==> src/rtl/prio_intc_pkg.sv <==
package prio_intc_pkg;
  localparam int LVL_W    = 3;
  localparam int N_LVL    = 7;
  localparam int VEC_W    = 8;
  localparam int VEC_BASE = 64;
  localparam int SPUR_VEC = 24;
  localparam int NMI_LVL  = 7;

  function automatic logic [LVL_W-1:0] src_level(input int i);
    return LVL_W'((i % N_LVL) + 1);
  endfunction

  function automatic logic [VEC_W-1:0] src_vector(input int i);
    return VEC_W'(VEC_BASE + i);
  endfunction
endpackage

==> src/rtl/intc_sw_regs.sv <==
module intc_sw_regs #(
  parameter int N_SW = 7
) (
  input  logic            clk_i,
  input  logic            rst_ni,
  input  logic            wr_en_i,
  input  logic [N_SW-1:0] set_i,
  input  logic [N_SW-1:0] clr_i,
  output logic [N_SW-1:0] pend_o
);
  logic [N_SW-1:0] pend_q;

  // set dominates clear
  always_ff @(posedge clk_i or negedge rst_ni) begin
    if (!rst_ni)      pend_q <= '0;
    else if (wr_en_i) pend_q <= (pend_q & ~clr_i) | set_i;
  end

  assign pend_o = pend_q;

  assert_set_wins_R7: assert property (@(posedge clk_i) disable iff (!rst_ni)
    wr_en_i |=> ((pend_q & $past(set_i)) == $past(set_i)));

  assert_clear_only_R7: assert property (@(posedge clk_i) disable iff (!rst_ni)
    wr_en_i |=> ((pend_q & $past(clr_i) & ~$past(set_i)) == '0));

  assert_hold_R7: assert property (@(posedge clk_i) disable iff (!rst_ni)
    !wr_en_i |=> $stable(pend_q));
endmodule

==> src/rtl/intc_level_arb.sv <==
module intc_level_arb
  import prio_intc_pkg::*;
#(
  parameter int N_SRC = 43,
  parameter int LVL   = 1
) (
  input  logic             clk_i,
  input  logic             rst_ni,
  input  logic [N_SRC-1:0] req_i,
  output logic             valid_o,
  output logic [VEC_W-1:0] vec_o
);
  logic [N_SRC-1:0] grant;

  // lowest index in this level = lowest slot = highest sub-priority
  always_comb begin
    grant   = '0;
    valid_o = 1'b0;
    vec_o   = '0;
    for (int i = 0; i < N_SRC; i++) begin
      if (!valid_o && req_i[i] && src_level(i) == LVL_W'(LVL)) begin
        grant[i] = 1'b1;
        valid_o  = 1'b1;
        vec_o    = src_vector(i);
      end
    end
  end

  assert_grant_onehot_R3: assert property (@(posedge clk_i) disable iff (!rst_ni)
    $onehot0(grant));

  assert_grant_in_req_R6: assert property (@(posedge clk_i) disable iff (!rst_ni)
    valid_o |-> $countones(grant & req_i) == 1);
endmodule

==> src/rtl/intc_level_sel.sv <==
module intc_level_sel
  import prio_intc_pkg::*;
(
  input  logic                       clk_i,
  input  logic                       rst_ni,
  input  logic [N_LVL-1:0]           lvl_valid_i,
  input  logic [N_LVL-1:0][VEC_W-1:0] lvl_vec_i,
  input  logic [LVL_W-1:0]           mask_i,
  output logic                       win_valid_o,
  output logic [LVL_W-1:0]           win_level_o,
  output logic [VEC_W-1:0]           win_vec_o
);
  logic [N_LVL-1:0] allowed;

  // levels indexed 1..7 stored at 0..6
  always_comb begin
    for (int l = 0; l < N_LVL; l++)
      allowed[l] = lvl_valid_i[l] &&
                   ((LVL_W'(l + 1) > mask_i) || (l + 1 == NMI_LVL));
  end

  always_comb begin
    win_valid_o = 1'b0;
    win_level_o = '0;
    win_vec_o   = '0;
    for (int l = 0; l < N_LVL; l++) begin
      if (allowed[l]) begin
        win_valid_o = 1'b1;
        win_level_o = LVL_W'(l + 1);
        win_vec_o   = lvl_vec_i[l];
      end
    end
  end

  assert_nmi_unmasked_R4: assert property (@(posedge clk_i) disable iff (!rst_ni)
    lvl_valid_i[NMI_LVL-1] |-> (win_level_o == LVL_W'(NMI_LVL)));

  assert_mask_respected_R4: assert property (@(posedge clk_i) disable iff (!rst_ni)
    (win_valid_o && win_level_o != LVL_W'(NMI_LVL)) |-> (win_level_o > mask_i));
endmodule

==> src/rtl/prio_intc.sv <==
module prio_intc
  import prio_intc_pkg::*;
#(
  parameter int N_PERIPH = 36,
  parameter int N_SW     = 7,
  parameter int WR_W     = 16,
  parameter int CLR_LSB  = 8
) (
  input  logic                clk_i,
  input  logic                rst_ni,
  input  logic [N_PERIPH-1:0] periph_irq_i,
  input  logic [LVL_W-1:0]    mask_i,
  input  logic                wr_en_i,
  input  logic [WR_W-1:0]     wr_data_i,
  input  logic                ack_i,
  output logic [LVL_W-1:0]    irq_level_o,
  output logic [VEC_W-1:0]    irq_vec_o,
  output logic                ack_valid_o,
  output logic [VEC_W-1:0]    ack_vec_o
);
  localparam int N_SRC = N_PERIPH + N_SW;

  logic [N_SW-1:0]            sw_pend;
  logic [N_SRC-1:0]           req;
  logic [N_LVL-1:0]           lvl_valid;
  logic [N_LVL-1:0][VEC_W-1:0] lvl_vec;
  logic                       win_valid;
  logic [LVL_W-1:0]           win_level;
  logic [VEC_W-1:0]           win_vec;

  intc_sw_regs #(.N_SW(N_SW)) u_sw (
    .clk_i   (clk_i),
    .rst_ni  (rst_ni),
    .wr_en_i (wr_en_i),
    .set_i   (wr_data_i[N_SW-1:0]),
    .clr_i   (wr_data_i[CLR_LSB+N_SW-1:CLR_LSB]),
    .pend_o  (sw_pend)
  );

  assign req = {sw_pend, periph_irq_i};

  for (genvar l = 0; l < N_LVL; l++) begin : g_lvl
    intc_level_arb #(.N_SRC(N_SRC), .LVL(l + 1)) u_arb (
      .clk_i   (clk_i),
      .rst_ni  (rst_ni),
      .req_i   (req),
      .valid_o (lvl_valid[l]),
      .vec_o   (lvl_vec[l])
    );
  end

  intc_level_sel u_sel (
    .clk_i       (clk_i),
    .rst_ni      (rst_ni),
    .lvl_valid_i (lvl_valid),
    .lvl_vec_i   (lvl_vec),
    .mask_i      (mask_i),
    .win_valid_o (win_valid),
    .win_level_o (win_level),
    .win_vec_o   (win_vec)
  );

  always_ff @(posedge clk_i or negedge rst_ni) begin
    if (!rst_ni) begin
      irq_level_o <= '0;
      irq_vec_o   <= '0;
      ack_valid_o <= 1'b0;
      ack_vec_o   <= '0;
    end else begin
      irq_level_o <= win_valid ? win_level : '0;
      irq_vec_o   <= win_valid ? win_vec : '0;
      ack_valid_o <= ack_i;
      // live winner at the ack edge; withdrawn request yields spurious vector
      if (ack_i) ack_vec_o <= win_valid ? win_vec : VEC_W'(SPUR_VEC);
    end
  end

  assert_vec_range_R1: assert property (@(posedge clk_i) disable iff (!rst_ni)
    (irq_level_o != '0) |-> (irq_vec_o >= VEC_W'(VEC_BASE)));

  assert_idle_zero_R4: assert property (@(posedge clk_i) disable iff (!rst_ni)
    (irq_level_o == '0) |-> (irq_vec_o == '0));

  assert_reg_mask_R5: assert property (@(posedge clk_i) disable iff (!rst_ni)
    (irq_level_o != '0 && irq_level_o != LVL_W'(NMI_LVL)) |-> (irq_level_o > $past(mask_i)));

  assert_ack_resp_R8: assert property (@(posedge clk_i) disable iff (!rst_ni)
    ack_i |=> ack_valid_o);

  assert_ack_quiet_R8: assert property (@(posedge clk_i) disable iff (!rst_ni)
    !ack_i |=> !ack_valid_o);

  assert_ack_vec_R8: assert property (@(posedge clk_i) disable iff (!rst_ni)
    ack_valid_o |-> (ack_vec_o == VEC_W'(SPUR_VEC) || ack_vec_o >= VEC_W'(VEC_BASE)));
endmodule

==> config.mk <==
export PLATFORM = sky130hd
export DESIGN_NAME = prio_intc
export DESIGN_NICKNAME = d
export VERILOG_FILES = /design/src/rtl/prio_intc_pkg.sv /design/src/rtl/intc_sw_regs.sv /design/src/rtl/intc_level_arb.sv /design/src/rtl/intc_level_sel.sv /design/src/rtl/prio_intc.sv
export SDC_FILE = /design/constraint.sdc
export NUM_CORES = 1
export LEC_CHECK = 0
export ABC_CLOCK_PERIOD_IN_PS = 2700
export BUFFER_PORTS_ARGS = -buffer_cell sky130_fd_sc_hd__buf_2
export CAP_MARGIN = 20
export CORE_MARGIN = 3
export CORE_UTILIZATION = 48
export CTS_CLUSTER_DIAMETER = 60
export DETAILED_ROUTE_END_ITERATION = 8
export PLACE_DENSITY_LB_ADDON = 0.12
export REMOVE_ABC_BUFFERS = 1
export SLEW_MARGIN = 20
export SYNTH_ARGS = -nofsm -noshare
export SYNTH_HDL_FRONTEND = slang
export SYNTH_SLANG_ARGS = --single-unit
==> constraint.sdc <==
create_clock -name clk_i -period 2.7 [get_ports clk_i]
set_input_delay 0.27 -clock clk_i [delete_from_list [all_inputs] [get_ports clk_i]]
set_output_delay 0.27 -clock clk_i [all_outputs]
set_load 0.05 [all_outputs]
==> summary.txt, run 1 <==
Clocking
  – H-Tree Level Count: 1
  – CTS clk-pin slew, worst paths: approximately 80 ps
  – CTS Buffer Depth: 2
  – TritonCTS clock tree: built
  – CTS Buf Count: 3
  – CTS root buf: clkbuf_8
  – CTS sink count: 25
  – Worst skew pair latency: 270 ps
  – CTS resizes: 0

Floorplanning
  – Initial Util: 0.519
  – Die extent in y: just under 70 um
  – Core Box Area: between 0.003 and 0.004 mm2
  – I/O pins: just under 80
  – Die area: 0.00452 mm2
  – Cell row count: 21
  – DIE WIDTH: 67.2 um

Finish
  – Layout Nets: between 300 and 400
  – N_diodes: 0
  – Layout cells sized above 1: 0.319
  – Area Overhead vs Synth: 29.3%
  – Layout Utilization: 0.671
  – Fill cells: 333
  – Most common cell after layout, fill and taps aside: buf_2
  – Commonest cells after routing, fill and taps aside: 74 x buf_2, 27 x nor2_1, 25 x dfrtp_1, 21 x nand2_1, 18 x a21oi_1

Synth
  – Top cell type's share of synthesized area: 0.347
  – Register area share after synthesis: 0.347
  – Post-synth EDFFs: 0
  – Yosys top cell by area: dfrtp_1
  – Top_reg_cell synth: dfrtp_1
  – Syn Area/Cell: between 8 and 9 um2
  – Cells after synthesis: roughly 220
  – YS warnings: 0
  – Count of cell types in the netlist: 47
  – Async SR Flop Fraction: 1.00
  – Synth Register Bits: 25
  – Cell Area, Synth: 0.00180 mm2
  – Synth area leaders: dfrtp_1 35%, nor2_1 5.6%, a21oi_1 5.0%, o21ai_0 4.7%, nand2_1 4.4%

Drt
  – DRT Wirelength: roughly 5300 um
  – Post-route ant nets: 0
  – Drt initial violations: ~110
  – Post-DR wirelength/cell: around 15 um
  – Total number of vias: around 2100
  – DRT Pass-1 Iters: 4
  – Vias per cell: approximately 5.9
  – Residual DRC: 0

Setup path
  – Worst Setup SP: u_sw.pend_o[0]
  – Critical Path Fanout Max: 5
  – Setup crit start kind: flip-flop
  – Crit Path Class: reg2reg
  – Worst EP arrival: 2710 ps
  – Worst EP required: between 2000 and 3000 ps
  – R2R depth: 6
  – Worst r2r dst: ack_vec_o[4]
  – Worst setup EP type: flip-flop
  – R2r startpoint: u_sw.pend_o[0]
  – Critical path endpoint: ack_vec_o[4]
  – Worst R2R Setup Slack: slightly below 200 ps

Global routing
  – Total track usage: 0.242
  – GR Overflow Total: 0
  – First-pass GRT wire length: between 8000 and 9000 um
  – Pin count of the biggest net entering global routing: 26
  – Initial antenna violation count: 0
  – Number of global-route vias before repair: between 1500 and 2000

Power and ir drop
  – Power share of the clock group: 0.237
  – Comb pwr share: 0.307
  – Sw frac: 0.346
  – Int Power: ~0.00061 W
  – VDD IR max: 341 uV
  – Psw: roughly 0.00032 W
  – Power share of the sequential group: 0.457
  – Leakage: 1.02 nW
  – Pwr/cell area: ~400 mW/mm2

STA
  – Shortest period the worst path allows: between 2000 and 3000 ps
  – Max-slew violations: 0
  – Least-Margin Pin Slew: between 500 and 600 ps
  – Slew Limit Headroom: 0.632
  – RSZ-0062 raised after global routing: false
  – Worst clock skew: ~2 ps
  – Max Freq: approximately 400 MHz
  – Setup TNS: 0 ps
  – Tcrit/Tclk final: 0.927
  – Final setup fails: 0
  – Final hold violations: 0

Place
  – Port Buffers: 74
  – Detailed placement HPWL: ~4400 um
  – Gp weighted congestion: 0.994

Outcome
  – Outcome: finished, final reports clean

Run
  – Max-capacitance violation count: 0

Hold path
  – Worst hold-check path type: in2reg
## cells in the mapped netlist, drive strengths merged, types with 2 or more instances
cell	number
a211oi	3
nor3	11
o211ai	5
nand4	2
o32ai	2
or4	8
o31ai	6
nand2	21
or3	3
o211a	2
o22a	2
nor2	27
mux2	2
o311ai	3
buf	3
a21oi	18
nand2b	5
a21boi	2
a22o	7
nor4	6
a211o	2
nand3	4
o21ai	17
inv	11
a31oi	2
o21a	3
or4b	2
o221ai	2
clkbuf	3
or2	2
dfrtp	25
o21ba	2
## per-layer routing
| layer | up-vias | track usage | share of wire |
|---|---|---|---|
| met3 | 8 | 0.0499 | 0.085 |
| met1 | 962 | 0.338 | 0.44 |
| met2 | 96 | 0.382 | 0.46 |
| met4 | 0 | 0.0608 | 0.015 |
| li1 | 1031 | - | - |
| met5 | - | 0 | 0 |
## timing repair
action	4_1_cts	5_1_grt
endpoints found under the hold margin	25	0
setup endpoints to repair	0	0
buffers inserted	0	0
hold buffers	1	0
## per-stage QoR
stage                     instances  hold WS, ps  setup slack, ps  total power [W]  instance area (um2)
after floorplan                 219        -25.6              391         0.000579                 1770
after global placement          348          271              141         0.000708                 2270
after detailed placement        348          279              106         0.000711                 2270
after CTS                       353          217              204         0.000932                 2330
after global routing            353          214              120         0.000978                 2330
final                           353          222              197         0.000928                 2330
## power groups by stage
stage / combinational, W / clock, W / sequential, W
6_report: 0.000284 / 0.000220 / 0.000424
4_1_cts: 0.000284 / 0.000226 / 0.000423
2_1_floorplan: 0.000103 / 0 / 0.000476
3_3_place_gp: 0.000278 / 0 / 0.000430
3_5_place_dp: 0.000281 / 0 / 0.000430
5_1_grt: 0.000311 / 0.000239 / 0.000427
## flip-flops by register name (all words and copies together) (netlist names)
name and count:
ack_valid_o 1, ack_vec_o 7, irq_vec_o 7, u_sw.pend_o 7, irq_level_o 3
## final cells by class
| type | count | area [um2] | area share |
|---|---|---|---|
| multi-input cells | 183 | 1110 | 0.476 |
| flip-flops and latches | 25 | 626 | 0.269 |
| well taps | 46 | 57.6 | 0.0247 |
| inverters | 11 | 41.3 | 0.0177 |
| clock inverters | 1 | 7.51 | 0.00322 |
| clock buffers | 3 | 41.3 | 0.0177 |
| repair buffers | 84 | 448 | 0.192 |
## kinds of logic after synthesis
logic type,count (synthesis),share of synthesized area
AO/OA/AOI/OAI,86,0.336
buffers and inverters,17,0.0396
flip-flops,25,0.347
multiplexers,2,0.0125
other,1,0.00208
AND/OR/NAND/NOR,93,0.262
## how the worst min path moves through the flow
| stage | startpoint | to | slack (ps) | cells after the start |
|---|---|---|---|---|
| 2_1_floorplan | rst_ni | ack_valid_o | -30 | 0 |
| 3_3_place_gp | rst_ni | irq_level_o[1] | 270 | 1 |
| 3_5_place_dp | rst_ni | irq_level_o[1] | 280 | 1 |
| 4_1_cts | wr_data_i[5] | u_sw.pend_o[5] | 220 | 2 |
| 5_1_grt | ack_i | ack_valid_o | 210 | 1 |
| 6_report | wr_data_i[6] | u_sw.pend_o[6] | 220 | 2 |
## critical path, cell delays in order (launching register included)
cell	delay (ps)
dfrtp_1	420
or4_4	440
or4b_4	530
or4_4	430
a311oi_2	310
o211a_1	200
o22a_1	130
(Power assumes the default switching activity.)
==> inputs of run 2 (changes only) <==
--- a/config.mk
+++ b/config.mk
@@ -9,8 +9,8 @@
 export BUFFER_PORTS_ARGS = -buffer_cell sky130_fd_sc_hd__buf_2
 export CAP_MARGIN = 20
 export CORE_MARGIN = 3
-export CORE_UTILIZATION = 48
-export CTS_CLUSTER_DIAMETER = 60
+export CORE_UTILIZATION = 25
+export CTS_CLUSTER_DIAMETER = 150
 export DETAILED_ROUTE_END_ITERATION = 8
 export PLACE_DENSITY_LB_ADDON = 0.12
 export REMOVE_ABC_BUFFERS = 1
==> run 2 against run 1 <==
- combinational power is essentially flat
- core utilization shrank 33 points
- die area grew 83%
- clock power is essentially flat
- sequential share of layout area shrank 0.51 points
- via count shrank 2.1%
- largest cell class unchanged
==> summary.txt, run 2 (synthesized netlist as in run 1, its figures left out) <==
Finish
  – Multi-input gate area: 0.00111 mm2 (unchanged)
  – Layout Utilization: 0.344 (-0.328)
  – N_diodes: 0 (unchanged)
  – Layout Nets: 365 (-0.54%)
  – Area Overhead vs Synth: 31.8%
  – Commonest cells after routing, fill and taps aside: 74 x buf_2, 27 x nor2_1, 25 x dfrtp_1, 21 x nand2_1, 18 x a21oi_1
  – Final instance area: 0.00237 mm2 (+1.9%)
  – Layout cells sized above 1: 0.315 (-0.00446)
  – Most common cell after layout, fill and taps aside: buf_2
  – Storage cell area: 626 um2 (unchanged)
  – Fill cells: 790 (+140%)

Global routing
  – Pin count of the biggest net entering global routing: 26 (unchanged)
  – Initial antenna violation count: 0 (unchanged)
  – Total track usage: 0.146 (-0.0957)
  – First-pass GRT wire length: 9710 um (+15%)
  – Number of global-route vias before repair: 1911 (+2.4%)
  – GR Overflow Total: 0 (unchanged)

Clocking
  – TritonCTS clock tree: built
  – CTS sink count: 25 (unchanged)
  – CTS Buffer Depth: 2 (unchanged)
  – CTS clk-pin slew, worst paths: 90 ps (about the same)
  – H-Tree Level Count: 1 (unchanged)
  – Worst skew pair latency: 270 ps (about the same)
  – CTS Buf Count: 3 (unchanged)
  – Post-CTS Setup Inserts: 0 (unchanged)
  – CTS root buf: clkbuf_8
  – CTS Hold Buffers Added: 1 (unchanged)
  – CTS resizes: 0 (unchanged)

STA
  – Final hold violations: 0 (unchanged)
  – Setup TNS: 0 ps (unchanged)
  – Shortest period the worst path allows: 2520 ps (+21.1 ps)
  – Max-slew violations: 0 (unchanged)
  – Tcrit/Tclk final: 0.935 (+0.00783)
  – Max Freq: 396 MHz (-0.84%)
  – Slew Limit Headroom: 0.602 (-0.0309)
  – WHS: 212 ps (-10.3 ps)
  – Worst clock skew: 8.24 ps (+6.22 ps)
  – RSZ-0062 raised after global routing: false
  – Least-Margin Pin Slew: 592 ps (+45.9 ps)
  – Final setup fails: 0 (unchanged)

Setup path
  – Setup crit start kind: flip-flop
  – Worst R2R Setup Slack: 180 ps (-20 ps)
  – Worst setup EP type: flip-flop
  – Worst EP required: 2920 ps (about the same)
  – Crit Path Class: reg2reg
  – Worst EP arrival: 2740 ps (+30 ps)
  – Critical Path Fanout Max: 5 (unchanged)

Drt
  – Drt initial violations: 120 (+10%)
  – DRT Wirelength: 6160 um (+15%)
  – DRT Pass-1 Iters: 4 (unchanged)
  – Total number of vias: 2054 (-2.1%)
  – Post-route ant nets: 0 (unchanged)
  – Vias per cell: 5.12 (-14%)
  – Post-DR wirelength/cell: 15.4 um (+1.5%)
  – Residual DRC: 0 (unchanged)

Power and ir drop
  – VDD IR max: 156 uV (-54%)
  – Int Power: 0.000603 W (-0.55%)
  – Comb pwr share: 0.307 (about the same)
  – Power share of the sequential group: 0.456 (about the same)
  – Sw frac: 0.351 (+0.00510)
  – Power share of the clock group: 0.237 (about the same)
  – Psw: 0.000327 W (+1.7%)
  – Pwr/cell area: 392 mW/mm2 (-1.7%)
  – Leakage: 1.02 nW (-0.59%)

Floorplanning
  – Die extent in y: 90.9 um (+35%)
  – Initial Util: 0.261 (-0.258)
  – Cell row count: 30 (+43%)
  – I/O pins: 79 (unchanged)
  – Die area: 0.00826 mm2 (+83%)
  – Core Box Area: 0.00691 mm2 (+99%)
  – DIE WIDTH: 90.9 um (+35%)

Hold path
  – Worst hold-check path type: in2reg

Run
  – Max-capacitance violation count: 0 (unchanged)

Place
  – Gp weighted congestion: 0.844 (-15%)
  – Detailed placement HPWL: 5090 um (+15%)
  – Port Buffers: 74 (unchanged)
  – Post-place instance area: 0.00232 mm2 (+2.1%)

Outcome
  – Outcome: finished, final reports clean
[run 2: through the flow]
stage               instances  total power, W  setup slack (ps)
floorplan                 219        0.000579               391
global placement          396        0.000718               186
detailed placement        396        0.000716               126
CTS                       401        0.000944               207
global route              401        0.000989              49.4
finish                    401        0.000930               176
[run 2: power by group through the flow]
stage	Combinational [W]	Sequential (W)	Clock (W)
after floorplan	0.000103	0.000476	0
after global placement	0.000284	0.000434	0
after detailed placement	0.000283	0.000433	0
after CTS	0.000285	0.000426	0.000233
after global routing	0.000312	0.000428	0.000248
final	0.000286	0.000424	0.000220
[run 2: path summary, 6_finish.rpt]
| check | start | end | depth (start not counted) |
|---|---|---|---|
| min in group asynchronous | rst_ni | irq_vec_o[1] | 2 |
| worst min register to register | ack_vec_o[0] | ack_vec_o[0] | 1 |
| worst min-delay path | ack_i | ack_valid_o | 1 |
| worst max-delay path | u_sw.pend_o[0] | ack_vec_o[3] | 6 |
| max in group asynchronous | rst_ni | ack_vec_o[5] | 2 |
| worst max register to register | u_sw.pend_o[0] | ack_vec_o[3] | 6 |
[run 2: per-layer routing]
metal	share of wire	track usage	up-vias
met1	0.48	0.203	951
li1	-	-	1029
met3	0.049	0.0283	9
met2	0.46	0.230	65
met5	0	0	-
met4	0.016	0.0402	0
[run 2: worst max-delay path, cell delays in order, from the launching register on]
cell and delay [ps]:
dfrtp_1 430, or4_4 440, or4b_4 530, o311ai_0 510, nand4_1 180, a21boi_1 220
o22a_1 160
[run 2: layout make-up]
cell class                      instances  area share
Inverter                               11      0.0174
Sequential cell                        25       0.264
Multi-Input combinational cell        183       0.467
Clock inverter                          1     0.00211
Clock buffer                            3      0.0174
Timing Repair Buffer                   82       0.182
Tap cell                               96      0.0506
